**config.mk**
```make
export PLATFORM = sky130hd
export DESIGN_NAME = evt_redirect_unit
export DESIGN_NICKNAME = d
export VERILOG_FILES = /design/src/rtl/evt_pkg.sv /design/src/rtl/evt_prio.sv /design/src/rtl/hdl_table.sv /design/src/rtl/evt_redirect_unit.sv
export SDC_FILE = /design/constraint.sdc
export NUM_CORES = 1
export LEC_CHECK = 0
export BUFFER_PORTS_ARGS = -buffer_cell sky130_fd_sc_hd__buf_2
export CAP_MARGIN = 5
export CORE_MARGIN = 2
export CORE_UTILIZATION = 30
export CTS_CLUSTER_DIAMETER = 150
export CTS_CLUSTER_SIZE = 30
export DETAILED_ROUTE_END_ITERATION = 8
export HOLD_SLACK_MARGIN = 0.08
export SETUP_SLACK_MARGIN = 0.02
export SLEW_MARGIN = 20
export SYNTH_ARGS = -nofsm -noshare
export SYNTH_HDL_FRONTEND = slang
export SYNTH_HIERARCHICAL = 1
export SYNTH_SLANG_ARGS = --single-unit
export TNS_END_PERCENT = 100
```
**constraint.sdc**
```tcl
create_clock -name clk -period 4.1 [get_ports clk]
set_input_delay 0.82 -clock clk [delete_from_list [all_inputs] [get_ports clk]]
set_output_delay 0.82 -clock clk [all_outputs]
set_load 0.005 [all_outputs]
```
**src/rtl/evt_pkg.sv**
```systemverilog
package evt_pkg;
  localparam int NUM_CAUSES = 3;

  typedef enum logic [1:0] {
    CAUSE_IRQ = 2'd0,
    CAUSE_OVF = 2'd1,
    CAUSE_PGF = 2'd2
  } cause_e;
endpackage

```
**src/rtl/evt_prio.sv**
```systemverilog
module evt_prio
  import evt_pkg::*;
(
  input  logic   sample,
  input  logic   pgf,
  input  logic   ovf,
  input  logic   irq,
  input  logic   irq_mask,
  output logic   take,
  output cause_e sel
);
  always_comb begin
    take = 1'b0;
    sel  = CAUSE_IRQ;
    if (sample) begin
      if (pgf) begin
        take = 1'b1;
        sel  = CAUSE_PGF;
      end else if (ovf) begin
        take = 1'b1;
        sel  = CAUSE_OVF;
      end else if (irq && !irq_mask) begin
        take = 1'b1;
        sel  = CAUSE_IRQ;
      end
    end
  end
endmodule

```
**src/rtl/hdl_table.sv**
```systemverilog
module hdl_table #(
  parameter int W  = 32,
  parameter int N  = 3,
  parameter int IW = 2
) (
  input  logic          clk,
  input  logic          rst,
  input  logic          we,
  input  logic [IW-1:0] widx,
  input  logic [W-1:0]  wdata,
  input  logic [IW-1:0] ridx,
  output logic [W-1:0]  rdata
);
  logic [W-1:0] ent [N];

  for (genvar g = 0; g < N; g++) begin : g_ent
    always_ff @(posedge clk) begin
      if (rst)
        ent[g] <= '0;
      else if (we && widx == IW'(g))
        ent[g] <= wdata;
    end
  end

  always_comb begin
    rdata = '0;
    for (int i = 0; i < N; i++)
      if (ridx == IW'(i)) rdata = ent[i];
  end
endmodule

```
**src/rtl/evt_redirect_unit.sv**
```systemverilog
module evt_redirect_unit
  import evt_pkg::*;
#(
  parameter int PC_W   = 32,
  parameter int CIDX_W = 2
) (
  input  logic              clk,
  input  logic              rst,
  input  logic              instr_done,
  input  logic [PC_W-1:0]   cur_pc,
  input  logic              ovf_evt,
  input  logic              pgf_evt,
  input  logic              io_irq,
  input  logic              ret_req,
  input  logic              tbl_we,
  input  logic [CIDX_W-1:0] tbl_idx,
  input  logic [PC_W-1:0]   tbl_data,
  output logic              redirect_vld,
  output logic [PC_W-1:0]   redirect_pc,
  output logic [PC_W-1:0]   saved_pc,
  output logic [CIDX_W-1:0] cause,
  output logic              in_handler
);
  localparam logic [PC_W-1:0] STEP = PC_W'(4);

  logic            take;
  cause_e          sel;
  logic [PC_W-1:0] hdl_addr;
  logic            ret_ok;

  evt_prio u_prio (
    .sample   (instr_done),
    .pgf      (pgf_evt),
    .ovf      (ovf_evt),
    .irq      (io_irq),
    .irq_mask (in_handler),
    .take     (take),
    .sel      (sel)
  );

  hdl_table #(.W(PC_W), .N(NUM_CAUSES), .IW(CIDX_W)) u_tbl (
    .clk   (clk),
    .rst   (rst),
    .we    (tbl_we),
    .widx  (tbl_idx),
    .wdata (tbl_data),
    .ridx  (CIDX_W'(sel)),
    .rdata (hdl_addr)
  );

  assign ret_ok = ret_req && in_handler && !take;

  always_ff @(posedge clk) begin
    if (rst) begin
      redirect_vld <= 1'b0;
      redirect_pc  <= '0;
      saved_pc     <= '0;
      cause        <= '0;
      in_handler   <= 1'b0;
    end else begin
      redirect_vld <= 1'b0;
      if (take) begin
        saved_pc     <= cur_pc;
        cause        <= CIDX_W'(sel);
        in_handler   <= 1'b1;
        redirect_vld <= 1'b1;
        redirect_pc  <= hdl_addr;
      end else if (ret_ok) begin
        in_handler   <= 1'b0;
        redirect_vld <= 1'b1;
        redirect_pc  <= saved_pc + STEP;
      end
    end
  end
endmodule

```
==> impl_metrics.env, run 1 <==
export IMPL_status="finished clean"
export IMPL_n_antenna_cell=0
export IMPL_syn_avg_cell_area_um2=11.2
export IMPL_max_freq_mhz=389
export IMPL_drt_wirelength_per_cell_um=17.2
export IMPL_io_pins=142
export IMPL_p_clk_frac=0.415
export IMPL_critical_path_class="input pin to flip-flop"
export IMPL_synthesis_area_mm2=0.00756
export IMPL_p_sw_frac=0.252
export IMPL_overflow=0
export IMPL_clockBufferDepth=2
export IMPL_clock_sinks=164
export IMPL_dpl_hpwl_um=13300
export IMPL_total_power_mw=4.04
export IMPL_finalNetCount=867
export IMPL_cts_tree="built"
export IMPL_place_gp_congestion=0.783
export IMPL_final_setup_tns_ns=0
export IMPL_final_util=0.365
export IMPL_cts_max_level=4
export IMPL_nFillCells=2472
export IMPL_port_buffers=141
export IMPL_cp_arrival_ns=2.89
export IMPL_first_pass_iters=5
export IMPL_switchingPower_mw=1.02
export IMPL_synth_warnings=6
export IMPL_synth_cell_types=45
export IMPL_dr_first_iter_drc_count=421
export IMPL_final_area_mm2=0.00911
export IMPL_via_per_inst=4.69
export IMPL_seq_power_share=0.480
export IMPL_fin_skew_ns=0.00814
export IMPL_dieArea_mm2=0.0265
export IMPL_irDropWorstVdd_mv=0.299
export IMPL_grt_usage=0.148
export IMPL_p_comb_frac=0.105
export IMPL_hold_viol=0
export IMPL_fin_crit_sh=0.626
export IMPL_synth_seq_area_share=0.561
export IMPL_area_growth_syn_to_layout_pct=20.5
export IMPL_setup_violations_final=0
export IMPL_die_w_um=163
export IMPL_cellLeakagePower_nw=3.53
export IMPL_antenna_found_initial=0
export IMPL_mostFrequentLayoutCells="143 x nor2_1, 140 x buf_2, 96 x edfxtp_1"
export IMPL_vias=5322
export IMPL_floorplan_initialDensity=0.303
export IMPL_hp_class="flip-flop to flip-flop"
export IMPL_cts_setup_buffers=0
export IMPL_ys_ff_latch=164
export IMPL_coreArea_mm2=0.0250
export IMPL_drive_above_1_share=0.261
export IMPL_cp_end_kind="flip-flop"
export IMPL_clk_pin_slew_ns=0.07
export IMPL_wirelength_um=19500
export IMPL_tightest_slew_ns=0.962
export IMPL_cp_required_ns=4.42
export IMPL_slew_headroom=0.357
export IMPL_cts_resized=0
export IMPL_grt_pass1_wl_um=29700
export IMPL_rsz0062_at_grt="no"
export IMPL_rows=58
export IMPL_clockRootBuffer="clkbuf_16"
export IMPL_die_h_um=163
export IMPL_cts_hold_buf=0
export IMPL_grt_max_degree=64
export IMPL_layout_min_cycle_time_ns=2.57
export IMPL_ant_nets=0
export IMPL_critPathLaunchType="input pin"
export IMPL_cts_buffers=17
export IMPL_drv_slew=0
export IMPL_intPower_mw=3.02
export IMPL_synth_nets=748
export IMPL_place_area_mm2=0.00849
export IMPL_synthCells=673
export IMPL_power_density_mw_per_mm2=443
export IMPL_grt_pass1_vias=5054
export IMPL_mostFrequentLayoutCell="nor2_1"
export IMPL_clk_latency_ns=0.43
export IMPL_route_detailed_drc=0
export IMPL_drv_cap=0
export IMPL_worst_path_max_fanout=32
worst max-delay path, stage by stage:
cell	delay [ns]
buf_2	0.09
nand2_1	0.08
nor2_4	0.71
nor2b_4	0.38
o2bb2ai_1	0.23
mux2i_1	0.15
a211oi_1	0.08
mux2_1	0.32
area by class of cell:
class	instances	area (um2)	area share
well taps	330	413	0.0453
repair buffers	154	818	0.0898
inverters	15	56.3	0.00618
flip-flops and latches	164	4240	0.466
multi-input cells	440	2960	0.325
clock inverters	15	193	0.0212
clock buffers	17	425	0.0467
path summary, 6_finish.rpt:
| kind | startpoint | slack (ns) | to | depth (start not counted) |
|---|---|---|---|---|
| worst min-delay path | redirect_pc[4] | 0.46 | redirect_pc[4] | 2 |
| worst max-delay path | instr_done | 1.53 | redirect_pc[31] | 8 |
| worst min register to register | redirect_pc[4] | 0.46 | redirect_pc[4] | 2 |
| worst max register to register | in_handler | 1.70 | redirect_pc[31] | 6 |
Yosys cell counts, drive strengths merged:
master	count	area [um2]
nand2b	3	18.8
nor2	146	553
mux2	1	11.3
a222oi	1	10.0
clkbuf	19	71.3
nand4	12	103
nor2b	3	26.3
or3	1	6.26
edfxtp	96	2880
o31a	1	8.76
a22oi	13	97.6
ha	1	12.5
xnor2	9	78.8
a21oi	25	125
nor4	2	27.5
nand2	10	37.5
nor3	3	26.3
nand3b	33	248
o22ai	13	81.3
o21ai	13	65.1
and2	3	18.8
o21bai	3	22.5
dfxtp	68	1360
o2bb2ai	32	343
and4	3	28.8
xor2	18	158
mux2i	71	711
buf	35	250
inv	15	56.3
a211oi	6	45.0
and3	3	20.0
or2	1	6.26
nand3	10	50.1
metrics by stage:
| step | instances | hold WS (ns) | setup slack (ns) |
|---|---|---|---|
| after floorplan | 673 | 0.448 | 0.936 |
| after global placement | 1103 | 0.450 | 1.14 |
| after detailed placement | 1103 | 0.451 | 1.07 |
| after CTS | 1135 | 0.462 | 1.52 |
| after global routing | 1135 | 0.497 | 1.38 |
| final | 1135 | 0.462 | 1.53 |
metal layers:
layer | GRT usage | routed length [um] | vias to the layer above
li1 | - | - | 2659
met1 | 0.216 | 9810 | 2504
met2 | 0.215 | 8400 | 137
met3 | 0.0339 | 980 | 22
met4 | 0.0523 | 320 | 0
met5 | 0 | 0 | -
sequential cells by signal, summed over array words and instances, names as in the netlist:
name and count:
u_tbl/ent 96, redirect_pc 32, saved_pc 32, cause 2, in_handler 1, redirect_vld 1
power groups by stage:
stage               clock network (mW)  registers (mW)  logic (mW)
floorplan                            0            1.96       0.265
finish                            1.67            1.94       0.426
detailed placement                   0            1.97       0.430
CTS                               1.70            1.94       0.432
global placement                     0            1.97       0.425
global route                      1.77            1.95       0.469
cell families (layout without fill, tap and decap cells):
kind of cell / after synthesis / after routing / share of synthesized area
AO/OA/AOI/OAI: 107 / 107 / 0.106
XOR/XNOR: 27 / 27 / 0.0313
adder cells (fa/ha/maj): 1 / 1 / 0.00165
buffers and inverters: 69 / 201 / 0.0500
flip-flops: 164 / 164 / 0.561
multiplexers: 72 / 72 / 0.0955
AND/OR/NAND/NOR: 233 / 233 / 0.155
No activity file was read; power rests on OpenSTA's default activity.
==> run 2, diff against run 1 <==
clock period = 2.7 ns   (was 4.1 ns; I/O delays follow)
==> run 2 against run 1 <==
Via count is the same. Clock power grew 42%. Core utilization grew 0.11 points. Sequential share of layout area shrank 0.14 points.
==> impl_metrics.env, run 2 (same netlist as run 1, synthesis figures left out) <==
export IMPL_rsz0062_at_grt="no"
export IMPL_busiest_layer="met2"
export IMPL_layout_min_cycle_time_ns=2.00
export IMPL_setup_violations_final=0
export IMPL_grt_pass1_vias=5213
export IMPL_ant_nets=0
export IMPL_finalNetCount=875
export IMPL_worst_path_max_fanout=10
export IMPL_wirelength_um=19700
export IMPL_fin_crit_sh=0.742
export IMPL_critPathLaunchType="flip-flop"
export IMPL_drv_slew=0
export IMPL_r2r_end="redirect_pc[22]"
export IMPL_power_density_mw_per_mm2=653
export IMPL_grt_use_met1=0.216
export IMPL_mostFrequentLayoutCells="143 x nor2_1, 140 x buf_2, 96 x edfxtp_1"
export IMPL_crit_path_max_incr_delay_ns=0.46
export IMPL_mostFrequentLayoutCell="nor2_1"
export IMPL_grt_max_degree=47
export IMPL_dpl_hpwl_um=13500
export IMPL_max_freq_mhz=499
export IMPL_fin_skew_ns=0.0170
export IMPL_antenna_found_initial=0
export IMPL_die_h_um=163
export IMPL_grt_pass1_wl_um=30400
export IMPL_area_growth_syn_to_layout_pct=20.8
export IMPL_cts_resized=0
export IMPL_clk_pin_slew_ns=0.07
export IMPL_cellLeakagePower_nw=3.55
export IMPL_place_inst=1111
export IMPL_drv_cap=0
export IMPL_route_detailed_drc=0
export IMPL_dieArea_mm2=0.0265
export IMPL_crit_slowest_cell="dfxtp_1"
export IMPL_place_gp_congestion=0.774
export IMPL_final_setup_tns_ns=0
export IMPL_cts_hold_buf=0
export IMPL_overflow=0
export IMPL_port_buffers=141
export IMPL_grt_util_met2=0.229
export IMPL_crit_start="saved_pc[2]"
export IMPL_hold_viol=0
export IMPL_die_w_um=163
export IMPL_cp_required_ns=3.00
export IMPL_final_area_mm2=0.00914
export IMPL_critical_path_class="flip-flop to flip-flop"
export IMPL_floorplan_initialDensity=0.303
export IMPL_coreArea_mm2=0.0250
export IMPL_cp_end_kind="flip-flop"
export IMPL_first_pass_iters=4
export IMPL_cts_tree="built"
export IMPL_cts_buffers=17
export IMPL_vias=5322
export IMPL_largest_register="u_tbl/ent"
export IMPL_r2r_start="saved_pc[2]"
export IMPL_hp_class="input pin to flip-flop"
export IMPL_min_path_cells=3
export IMPL_grt_usage=0.150
export IMPL_irDropWorstVdd_mv=0.437
export IMPL_tightest_slew_ns=0.547
export IMPL_place_area_mm2=0.00855
export IMPL_clk_latency_ns=0.43
export IMPL_clockBufferDepth=2
export IMPL_drive_above_1_share=0.269
export IMPL_clock_sinks=164
export IMPL_largest_reg_flops=96
export IMPL_dr_first_iter_drc_count=438
export IMPL_stdcell_count=1143
export IMPL_cts_setup_buffers=0
export IMPL_clockRootBuffer="clkbuf_16"
export IMPL_use_met3=0.0354
export IMPL_reg2reg_depth=6
export IMPL_cp_endpoint="redirect_pc[22]"
export IMPL_cp_arrival_ns=2.30
export IMPL_via_per_inst=4.66
export IMPL_rows=58
export IMPL_reg_largest_list="u_tbl/ent x96, redirect_pc x32, saved_pc x32"
export IMPL_total_power_mw=5.96
export IMPL_io_pins=142
export IMPL_cts_max_level=4
export IMPL_drt_wirelength_per_cell_um=17.2
export IMPL_path_cells="ha_1, nand3_1, nor3_4, nand4_1, xor2_1, o22ai_1"
export IMPL_reg2reg_slack_ns=0.70
export IMPL_slew_headroom=0.635
export IMPL_final_util=0.366
export IMPL_n_antenna_cell=0
export IMPL_status="finished clean"
==> run 2: routing by layer <==
| metal | share of wire | vias up |
|---|---|---|
| met4 | 0.0075 | 0 |
| met5 | 0 | - |
| met3 | 0.049 | 13 |
| met2 | 0.44 | 128 |
| li1 | - | 2670 |
| met1 | 0.50 | 2511 |
==> run 2: worst min path at each step <==
stage	from	end
4_1_cts	cur_pc[30]	saved_pc[30]
3_3_place_gp	redirect_pc[4]	redirect_pc[4]
5_1_grt	cur_pc[22]	saved_pc[22]
2_1_floorplan	redirect_pc[4]	redirect_pc[4]
3_5_place_dp	redirect_pc[4]	redirect_pc[4]
6_report	cur_pc[30]	saved_pc[30]
==> run 2: cell type report <==
type	count	area, um2
Inverter	15	56.3
Fill cell	2480	15800
Multi-Input combinational cell	440	2960
Tap cell	330	413
Timing Repair Buffer	162	878
Clock buffer	17	425
Sequential cell	164	4240
Clock inverter	15	160
==> run 2: power by group <==
group	switching, mW	leakage [nW]	internal, mW
combinational	0.378	1.76	0.276
sequential	0.112	1.50	2.83
clock	1.13	0.284	1.24
==> run 2: worst max-delay path: cells and delay by family, from the launching register on <==
kind                     cells  cell delay, ns
flip-flops                   1            0.46
AO/OA/AOI/OAI                1            0.13
XOR/XNOR                     1            0.28
adder cells (fa/ha/maj)      1            0.28
AND/OR/NAND/NOR              3            0.72
==> run 2: stage by stage <==
stage,hold slack (ns),worst slack (ns)
floorplan,0.448,-0.184
global placement,0.467,0.554
detailed placement,0.467,0.503
CTS,0.323,0.668
global route,0.345,0.526
finish,0.333,0.697
